===== src/rtl/scl_pkg.sv =====
package scl_pkg;
  typedef enum logic [1:0] {
    PH_IDLE = 2'd0,
    PH_BG   = 2'd1,
    PH_OVL  = 2'd2
  } phase_e;
endpackage


===== src/rtl/scl_budget.sv =====
module scl_budget #(
  parameter int MAX_SPR = 10,
  localparam int CNT_W = $clog2(MAX_SPR + 1)
) (
  input  logic             clk_i,
  input  logic             rst_ni,
  input  logic             clr_i,
  input  logic             req_i,
  output logic             grant_o,
  output logic [CNT_W-1:0] cnt_o,
  output logic             ovf_o
);
  logic [CNT_W-1:0] cnt_q;
  logic             ovf_q;

  assign grant_o = cnt_q < CNT_W'(MAX_SPR);
  assign cnt_o   = cnt_q;
  assign ovf_o   = ovf_q;

  always_ff @(posedge clk_i or negedge rst_ni) begin
    if (!rst_ni) begin
      cnt_q <= '0;
      ovf_q <= 1'b0;
    end else if (clr_i) begin
      cnt_q <= '0;
      ovf_q <= 1'b0;
    end else if (req_i) begin
      if (grant_o) cnt_q <= cnt_q + 1'b1;
      else         ovf_q <= 1'b1;
    end
  end

  assert_budget_cap_R7: assert property (@(posedge clk_i) disable iff (!rst_ni)
    cnt_q <= CNT_W'(MAX_SPR));
  assert_ovf_when_full_R7: assert property (@(posedge clk_i) disable iff (!rst_ni)
    $rose(ovf_q) |-> cnt_q == CNT_W'(MAX_SPR));
endmodule


===== src/rtl/scl_run.sv =====
module scl_run #(
  parameter int LINE_W = 720,
  parameter int X_W    = 11,
  parameter int LEN_W  = 10,
  parameter int MAX_W  = 64,
  localparam int POS_W  = X_W + 1,
  localparam int IDX_W  = $clog2(MAX_W + 1),
  localparam int ADDR_W = $clog2(LINE_W)
) (
  input  logic              clk_i,
  input  logic              rst_ni,
  input  logic              clr_i,
  input  logic              load_i,
  input  logic [X_W-1:0]    x_i,
  input  logic [LEN_W-1:0]  len_i,
  input  logic              keep_i,
  input  logic              wlim_i,
  input  logic              step_i,
  output logic              busy_o,
  output logic              ok_o,
  output logic [ADDR_W-1:0] addr_o
);
  logic signed [POS_W-1:0] pos_q;
  logic [LEN_W-1:0]        rem_q;
  logic [IDX_W-1:0]        idx_q;
  logic                    busy_q, keep_q, wlim_q;

  always_ff @(posedge clk_i or negedge rst_ni) begin
    if (!rst_ni) begin
      busy_q <= 1'b0;
      pos_q  <= '0;
      rem_q  <= '0;
      idx_q  <= '0;
      keep_q <= 1'b0;
      wlim_q <= 1'b0;
    end else if (clr_i) begin
      busy_q <= 1'b0;
    end else if (load_i) begin
      busy_q <= len_i != '0;
      pos_q  <= POS_W'($signed(x_i));
      rem_q  <= len_i;
      idx_q  <= '0;
      keep_q <= keep_i;
      wlim_q <= wlim_i;
    end else if (step_i && busy_q) begin
      pos_q <= pos_q + 1'b1;
      rem_q <= rem_q - 1'b1;
      if (idx_q != IDX_W'(MAX_W)) idx_q <= idx_q + 1'b1;
      if (rem_q == LEN_W'(1)) busy_q <= 1'b0;
    end
  end

  logic in_line, in_width;
  assign in_line  = (pos_q >= 0) && (pos_q < $signed(POS_W'(LINE_W)));
  assign in_width = !wlim_q || (idx_q < IDX_W'(MAX_W));
  assign busy_o   = busy_q;
  assign ok_o     = busy_q && keep_q && in_line && in_width;
  assign addr_o   = pos_q[ADDR_W-1:0];

  assert_burst_end_R6: assert property (@(posedge clk_i) disable iff (!rst_ni)
    $fell(busy_q) && !$past(clr_i) |-> $past(rem_q) == LEN_W'(1));
endmodule


===== src/rtl/scl_wr_stage.sv =====
module scl_wr_stage #(
  parameter int LINE_W = 720,
  parameter int PIX_W  = 8,
  localparam int ADDR_W = $clog2(LINE_W)
) (
  input  logic              clk_i,
  input  logic              rst_ni,
  input  logic              en_i,
  input  logic              ovl_i,
  input  logic [ADDR_W-1:0] addr_i,
  input  logic [PIX_W-1:0]  data_i,
  output logic              en_o,
  output logic [ADDR_W-1:0] addr_o,
  output logic [PIX_W-1:0]  data_o
);
  logic ovl_q;

  always_ff @(posedge clk_i or negedge rst_ni) begin
    if (!rst_ni) begin
      en_o   <= 1'b0;
      ovl_q  <= 1'b0;
      addr_o <= '0;
      data_o <= '0;
    end else begin
      en_o   <= en_i;
      ovl_q  <= ovl_i;
      addr_o <= addr_i;
      data_o <= data_i;
    end
  end

  assert_wr_in_range_R4: assert property (@(posedge clk_i) disable iff (!rst_ni)
    en_o |-> addr_o < ADDR_W'(LINE_W));
  assert_ovl_opaque_R3: assert property (@(posedge clk_i) disable iff (!rst_ni)
    en_o && ovl_q |-> data_o != '0);
endmodule


===== src/rtl/scl_compositor.sv =====
module scl_compositor
  import scl_pkg::*;
#(
  parameter int LINE_W  = 720,
  parameter int PIX_W   = 8,
  parameter int X_W     = 11,
  parameter int LEN_W   = 10,
  parameter int MAX_SPR = 10,
  parameter int MAX_W   = 64,
  localparam int ADDR_W = $clog2(LINE_W),
  localparam int CNT_W  = $clog2(MAX_SPR + 1)
) (
  input  logic              clk_i,
  input  logic              rst_ni,
  input  logic              line_start_i,
  input  logic              line_end_i,
  input  logic              bg_valid_i,
  input  logic [PIX_W-1:0]  bg_pix_i,
  input  logic              hdr_valid_i,
  input  logic              hdr_layer_i,
  input  logic [X_W-1:0]    hdr_x_i,
  input  logic [LEN_W-1:0]  hdr_len_i,
  input  logic              pix_valid_i,
  input  logic [PIX_W-1:0]  pix_i,
  output logic              wr_en_o,
  output logic [ADDR_W-1:0] wr_addr_o,
  output logic [PIX_W-1:0]  wr_data_o,
  output logic              done_o,
  output logic              overflow_o
);
  phase_e            phase_q;
  logic [ADDR_W-1:0] bg_cnt_q;
  logic              end_seen_q, done_q;

  logic              run_busy, run_ok, grant;
  logic [ADDR_W-1:0] run_addr;
  logic [CNT_W-1:0]  spr_cnt;

  logic in_ovl, bg_take, hdr_take, pix_take, keep;
  logic wr_en_d;
  logic [ADDR_W-1:0] wr_addr_d;
  logic [PIX_W-1:0]  wr_data_d;

  assign in_ovl   = phase_q == PH_OVL;
  assign bg_take  = (phase_q == PH_BG) && bg_valid_i && !line_start_i;
  assign hdr_take = in_ovl && hdr_valid_i && !run_busy && !end_seen_q && !line_start_i;
  assign pix_take = in_ovl && pix_valid_i && run_busy && !line_start_i;
  // layers only count as underlays: refused once any sprite has been taken
  assign keep     = hdr_layer_i ? (spr_cnt == '0) : grant;

  assign wr_en_d   = bg_take || (pix_take && run_ok && (pix_i != '0));
  assign wr_addr_d = bg_take ? bg_cnt_q : run_addr;
  assign wr_data_d = bg_take ? bg_pix_i : pix_i;

  always_ff @(posedge clk_i or negedge rst_ni) begin
    if (!rst_ni) begin
      phase_q    <= PH_IDLE;
      bg_cnt_q   <= '0;
      end_seen_q <= 1'b0;
      done_q     <= 1'b0;
    end else if (line_start_i) begin
      phase_q    <= PH_BG;
      bg_cnt_q   <= '0;
      end_seen_q <= 1'b0;
      done_q     <= 1'b0;
    end else begin
      if (bg_take) begin
        bg_cnt_q <= bg_cnt_q + 1'b1;
        if (bg_cnt_q == ADDR_W'(LINE_W - 1)) phase_q <= PH_OVL;
      end
      if (in_ovl && line_end_i) end_seen_q <= 1'b1;
      if (in_ovl && end_seen_q && !run_busy) done_q <= 1'b1;
    end
  end

  scl_budget #(.MAX_SPR(MAX_SPR)) u_budget (
    .clk_i   (clk_i),
    .rst_ni  (rst_ni),
    .clr_i   (line_start_i),
    .req_i   (hdr_take && !hdr_layer_i),
    .grant_o (grant),
    .cnt_o   (spr_cnt),
    .ovf_o   (overflow_o)
  );

  scl_run #(
    .LINE_W (LINE_W),
    .X_W    (X_W),
    .LEN_W  (LEN_W),
    .MAX_W  (MAX_W)
  ) u_run (
    .clk_i  (clk_i),
    .rst_ni (rst_ni),
    .clr_i  (line_start_i),
    .load_i (hdr_take),
    .x_i    (hdr_x_i),
    .len_i  (hdr_len_i),
    .keep_i (keep),
    .wlim_i (!hdr_layer_i),
    .step_i (pix_take),
    .busy_o (run_busy),
    .ok_o   (run_ok),
    .addr_o (run_addr)
  );

  scl_wr_stage #(.LINE_W(LINE_W), .PIX_W(PIX_W)) u_wr (
    .clk_i  (clk_i),
    .rst_ni (rst_ni),
    .en_i   (wr_en_d),
    .ovl_i  (!bg_take),
    .addr_i (wr_addr_d),
    .data_i (wr_data_d),
    .en_o   (wr_en_o),
    .addr_o (wr_addr_o),
    .data_o (wr_data_o)
  );

  assign done_o = done_q;

  assert_done_quiet_R9: assert property (@(posedge clk_i) disable iff (!rst_ni)
    done_q |-> !wr_en_o);
  assert_done_after_end_R9: assert property (@(posedge clk_i) disable iff (!rst_ni)
    $rose(done_q) |-> end_seen_q && !run_busy);
endmodule


===== config.mk =====
export PLATFORM = sky130hd
export DESIGN_NAME = scl_compositor
export DESIGN_NICKNAME = d
export VERILOG_FILES = /design/src/rtl/scl_pkg.sv /design/src/rtl/scl_budget.sv /design/src/rtl/scl_run.sv /design/src/rtl/scl_wr_stage.sv /design/src/rtl/scl_compositor.sv
export SDC_FILE = /design/constraint.sdc
export NUM_CORES = 1
export LEC_CHECK = 0
export BUFFER_PORTS_ARGS = -buffer_cell sky130_fd_sc_hd__buf_2
export CAP_MARGIN = 0
export CORE_UTILIZATION = 45
export DETAILED_ROUTE_END_ITERATION = 8
export GPL_ROUTABILITY_DRIVEN = 0
export PLACE_DENSITY = 0.73
export REMOVE_ABC_BUFFERS = 1
export SETUP_SLACK_MARGIN = 0.02
export SLEW_MARGIN = 20
export SYNTH_ARGS = -nofsm -noshare
export SYNTH_HDL_FRONTEND = slang
export SYNTH_SLANG_ARGS = --single-unit

===== constraint.sdc =====
create_clock -name clk_i -period 3 [get_ports clk_i]
set_input_delay 0 -clock clk_i [delete_from_list [all_inputs] [get_ports clk_i]]
set_output_delay 0 -clock clk_i [all_outputs]
set_load 0.02 [all_outputs]

# ---- Yosys cells after proc, flatten, opt, wreduce, memory -nomap -nowiden
# Cells that the tools add are included.
dict set report classes {
  n_lt_le_gt_ge 4
  n_reduce_logical 47
  n_bitwise 1
  add_sub_neg 5
  eq_ne 6
  mux 29
}
# op n
set ops {}
lappend ops {{10-bit two-way mux} 5}
lappend ops {{12-bit two-way mux} 2}
lappend ops {{7-bit two-way mux} 3}
lappend ops {{1-bit logical AND} 20}
lappend ops {{2-bit nonzero test} 8}
lappend ops {{12-bit by 1-bit adder with 12-bit output (second input constant)} 1}
lappend ops {{12-bit by 1-bit greater-or-equal comparator with 1-bit output (second input constant)} 1}
lappend ops {{12-bit by 11-bit < comparator with 1-bit output (second input constant)} 1}
lappend ops {{1-bit two-way mux} 12}
lappend ops {{4-bit two-way mux} 3}
lappend ops {{2-bit AND reduction} 6}
lappend ops {{10-bit by 1-bit adder with 10-bit output (second input constant)} 1}
lappend ops {{10-bit by 1-bit equality test with 1-bit output (second input constant)} 1}
lappend ops {{10-bit equality test (second input constant)} 1}
lappend ops {{10-bit nonzero test} 1}
lappend ops {{10-bit by 1-bit subtractor with 10-bit output (second input constant)} 1}
lappend ops {{8-bit two-way mux} 1}
lappend ops {{8-bit nonzero test} 1}
lappend ops {{7-bit by 1-bit adder with 7-bit output (second input constant)} 1}
lappend ops {{7-bit < comparator (second input constant)} 1}
lappend ops {{7-bit != test (second input constant)} 1}
lappend ops {{2-bit two-way mux} 3}
lappend ops {{3-bit nonzero test} 2}
lappend ops {{1-bit logical NOT} 5}
lappend ops {{9 further kinds} 10}
dict set report totals {
  elab_cells 107
  out_inout_bits 21
  ff_bits 70
}

# ---- Longest topological paths before layout
dict set report logic_depth {
  ltp_word 8
  mapped_depth 6
}

# ---- Hierarchy
# From an unflattened synthesis, not the netlist that was laid out.
dict set report hier_totals {
  hier_cells 389
  area_unflattened_um2 3778.6
}
# mod seq_area_each_um2 area_per_inst_um2 cells_per_inst n_inst
set modules_own_cells {}
lappend modules_own_cells {scl_run 800.8 2089.5 243 1}
lappend modules_own_cells {scl_compositor 350.3 980.9 103 1}
lappend modules_own_cells {scl_wr_stage 475.5 475.5 19 1}
lappend modules_own_cells {scl_budget 125.1 232.7 24 1}

# ---- Least setup slack after synthesis
# Ideal clock, no wire load.
dict set report synth_path {
  kind {register to register}
  startpoint {reg phase_q[0]}
  endpoint {reg u_run.idx_q[5]}
  period_less_slack_ns 1.632
  setup_ns 0.140
  arrival_ns 1.492
  slack_ns 1.368
  stages_incl_launch_ff 7
  path_buffers 2
  path_cell_list {dfrtp_1 -> and4b_1 -> buf_4 -> nand2_1 -> buf_2 -> o311ai_0 -> o41ai_1}
}
dict set report synth_via {
  elab_chain_len 7
}
# item line
set synth_rtl {}
lappend synth_rtl {{start: declaration} scl_compositor.sv:31} ;# phase_e phase_q;
lappend synth_rtl {{start signal: assignment} scl_compositor.sv:57} ;# phase_q <= PH_IDLE;
lappend synth_rtl {{start signal: assignment} scl_compositor.sv:62} ;# phase_q <= PH_BG;
lappend synth_rtl {{start signal: assignment} scl_compositor.sv:69} ;# if (bg_cnt_q == ADDR_W'(LINE_W - 1)) phase_q <= PH_OVL;
lappend synth_rtl {{2-bit equality test *} scl_compositor.sv:44} ;# assign in_ovl = phase_q == PH_OVL;
lappend synth_rtl {{1-bit logical AND (on tied branches) (3 in series)} {scl_compositor.sv:46, scl_compositor.sv:47}}
lappend synth_rtl {{1-bit logical AND (on tied branches)} {scl_compositor.sv:46, scl_run.sv:45}}
lappend synth_rtl {{2-bit nonzero test (no line)} -}
lappend synth_rtl {{3-bit AND reduction (no line)} -}
lappend synth_rtl {{end signal: assignment} scl_run.sv:48} ;# if (idx_q != IDX_W'(MAX_W)) idx_q <= idx_q + 1'b1;
lappend synth_rtl {{end: declaration} scl_run.sv:25} ;# logic [IDX_W-1:0] idx_q;
# Every way passes the cells marked *; elsewhere a longest branch is shown, timed or not.
# A chain may end at the register's enable or synchronous reset.

# ---- Worst setup path after layout
dict set report layout_path {
  startpoint {reg phase_q[1]}
  endpoint {reg u_wr.data_o[5]}
}
dict set report layout_via {
  elab_chain_len 4
}
# item line
set layout_rtl {}
lappend layout_rtl {{2-bit by 1-bit equality test with 1-bit output} scl_compositor.sv:45} ;# assign bg_take = (phase_q == PH_BG) && bg_valid_i && !line_start_i;
lappend layout_rtl {{1-bit logical AND (2 in series)} scl_compositor.sv:45}
lappend layout_rtl {{8-bit two-way mux} scl_compositor.sv:53} ;# assign wr_data_d = bg_take ? bg_pix_i : pix_i;
lappend layout_rtl {{named net u_wr.data_i[5]} scl_wr_stage.sv:11} ;# input logic [PIX_W-1:0] data_i,
lappend layout_rtl {{end signal: assignment} scl_wr_stage.sv:28} ;# data_o <= data_i;
lappend layout_rtl {{end: declaration} scl_wr_stage.sv:14} ;# output logic [PIX_W-1:0] data_o
# The timed path passes the listed nets, and every way through them passes these cells.

==> out/metrics.yaml <==
setup_tns_ps: 0
ys_seq_elements: 70
rr_worst_depth: 5
holdPathEnd: "u_wr.en_o"
tightest_slew_ps: 783
drc: 0
clockBufferDepth: 2
worst_path_max_delay_cell: "dlygate4sd3_1"
r2r_slack_ps: 710
async_flop_share: 1.00
synth_top_area_frac: 0.501
detail_route.wl_per_cell_um: 15.6
setup-violations-final: 0
use_met2: 0.368
rows: 31
cpLargestDelayFamily: "buffers and inverters"
r2r-end: "u_wr.data_o[5]"
die_area_um2: 8130
use_met3: 0.0499
final_cell_mix: "70 x dfrtp_1, 65 x buf_2, 40 x dlygate4sd3_1"
first_pass_iters: 5
grt_max_degree: 47
post-cts-setup-buffers: 0
cp-end-kind: "flip-flop"
peakVddDrop_mv: 0.228
path_cells: "nand3b_1 > nor2_1 > buf_4 > mux2_2 > dlygate4sd3_1"
busiest_layer: "met2"
antenna_found_initial: 1
crit_required_ps: 3220
status: "finished, final reports clean"
syn_avg_cell_area_um2: 10.3
ys_seq_area_frac: 0.501
synthCells: 338
arrival_ps: 2520
ios: 66
use_met1: 0.293
yosys_warnings: 0
grt_remaining_overflow: 0
rsz0062_at_grt: "false"
port-buffer-count: 65
min_path_cells: 4
initial_core_util: 0.475
cellPowerDensity_nw_per_um2: 447
drive_above_1_share: 0.231
die_w_um: 90.2
drv_cap: 0
ys_types: 52
crit_fanout: 21
r2r-start: "phase_q[1]"
cts_sinks: 70
post-route-util: 0.616
final-hold-violation-count: 0
cts_root_buf: "clkbuf_8"
via_per_inst: 5.64
clk_pin_slew_ps: 80
grt_pass1_vias: 2978
cp_num_cells: 5
min_period_ps: 2290
layout_commonest_cell: "dfrtp_1"
synth_top_cells_by_area: "dfrtp_1 50%, mux2_2 5.2%, nand2_1 3.4%, ha_1 3.2%, xnor2_1 2.8%"
clock_latency_ps: 350
crit_type: "flip-flop to flip-flop"
startpoint_type: "flip-flop"
power_w: 0.00203
hold_path_class: "input pin to flip-flop"
netlist_area_um2: 3500
drv_slew: 0
p_leak_nw: 2.01
place_hpwl_um: 5590
cp_num_buf_inv: 2
synth_top_area_cell: "dfrtp_1"
area_delta_synth_final_pct: 29.9
core_um2: 7370
drtIter0Drc: 118
cts_tree: "done"
slew_headroom: 0.478
slowest_delay_ps: 580
grt_pass1_wl_um: 14500
vias: 3103
track_usage: 0.227
synthFlopType: "dfrtp_1"
chipHeight_um: 90.2
antenna_left: 0
dp_cells: 493
cts_inserted_buffers: 9
finalNonFillerCells: 550
routed_wl_um: 8580
hp-start: "pix_i[3]"
synth-edff-count: 0
fmax_ghz: 0.436
period_share: 0.764
finalClockSkew_ps: 10.1
h-tree-depth: 3
nNetsFinal: 499
flip-flops by register name, summed over array words and instances, names as in the netlist:
register	cells
u_budget.ovf_o	1
u_run.rem_q	10
bg_cnt_q	10
u_wr.en_o	1
u_run.idx_q	7
u_wr.data_o	8
u_run.pos_q	12
u_budget.cnt_o	4
u_run.busy_o	1
u_run.wlim_q	1
end_seen_q	1
u_run.keep_q	1
u_wr.addr_o	10
done_o	1
phase_q	2
stage by stage:
stage | setup slack [ps] | instance area (µm²) | hold WS, ps
after floorplan | 912 | 3440 | -296
after global placement | 1030 | 3920 | 25.3
after detailed placement | 1040 | 3920 | 26.1
after CTS | 763 | 4540 | 71.3
after global routing | 612 | 4540 | 135
final | 709 | 4540 | 106
worst max path at each step:
stage	start	to	slack, ps
detailed placement	line_start_i	u_run.pos_q[7]	1040
CTS	phase_q[1]	u_wr.data_o[5]	760
global route	phase_q[1]	u_wr.data_o[2]	610
floorplan	phase_q[1]	u_wr.data_o[0]	910
finish	phase_q[1]	u_wr.data_o[5]	710
global placement	line_start_i	u_run.rem_q[6]	1030
cell usage after synthesis, types with 2 or more instances:
master / count
o211ai_1: 2
a221o_1: 7
and3_1: 2
nand4_1: 8
o221ai_1: 2
nor3b_1: 7
xnor2_1: 11
or3_1: 2
nor2_1: 25
ha_1: 9
o311ai_0: 6
o21ai_0: 17
and2_1: 3
a31oi_1: 3
mux2_2: 16
a21oi_1: 10
nand2_1: 32
dfrtp_1: 70
nand3_1: 14
nor4_1: 8
nor4b_1: 4
xor2_1: 4
a21o_1: 4
a211oi_1: 2
clkbuf_1: 4
inv_1: 17
nand4b_1: 3
or4_1: 3
nor3_1: 9
mux2i_1: 2
a22oi_1: 3
a311oi_1: 2
buf_2: 6
o31ai_1: 2
buf_1: 2
cell type report:
cell class	instances	area [µm²]
clock inverter	5	82.6
multi-input combinational	238	1620
clock buffer	11	141
fill	612	2830
antenna	1	2.50
tap	99	124
inverter	17	63.8
sequential	70	1750
timing repair buffer	109	756
worst min-delay path, delay by kind of cell:
kind | cells | cell delay (ps)
AO/OA/AOI/OAI | 2 | 290
buffers and inverters | 1 | 80
AND/OR/NAND/NOR | 1 | 40
repair_timing:
item	CTS	global route
hold endpoints to repair	56	0
hold buffers	40	0
resized for setup	0	0
report_power, final:
group | internal [W] | leakage, nW | switching, W
sequential | 0.000968 | 0.921 | 0.0000180
combinational | 0.0000960 | 0.987 | 0.0000980
clock | 0.000491 | 0.102 | 0.000359
total | 0.00155 | 2.01 | 0.000475
layer usage:
layer / routed length, µm / vias up
li1: - / 1469
met4: 163 / 0
met3: 452 / 17
met5: 0 / -
met2: 4130 / 111
met1: 3830 / 1506
logic make-up (layout without fill, tap and decap cells):
group | count (synthesis) | after routing | synth area share
AND/OR/NAND/NOR | 128 | 128 | 0.199
flip-flops | 70 | 70 | 0.501
AO/OA/AOI/OAI | 68 | 68 | 0.138
buffers and inverters | 30 | 142 | 0.0354
multiplexers | 18 | 18 | 0.0572
XOR/XNOR | 15 | 15 | 0.0376
adder cells (fa/ha/maj) | 9 | 9 | 0.0322
other | 0 | 1 | 0
No activity file was read; power rests on OpenSTA's default activity.
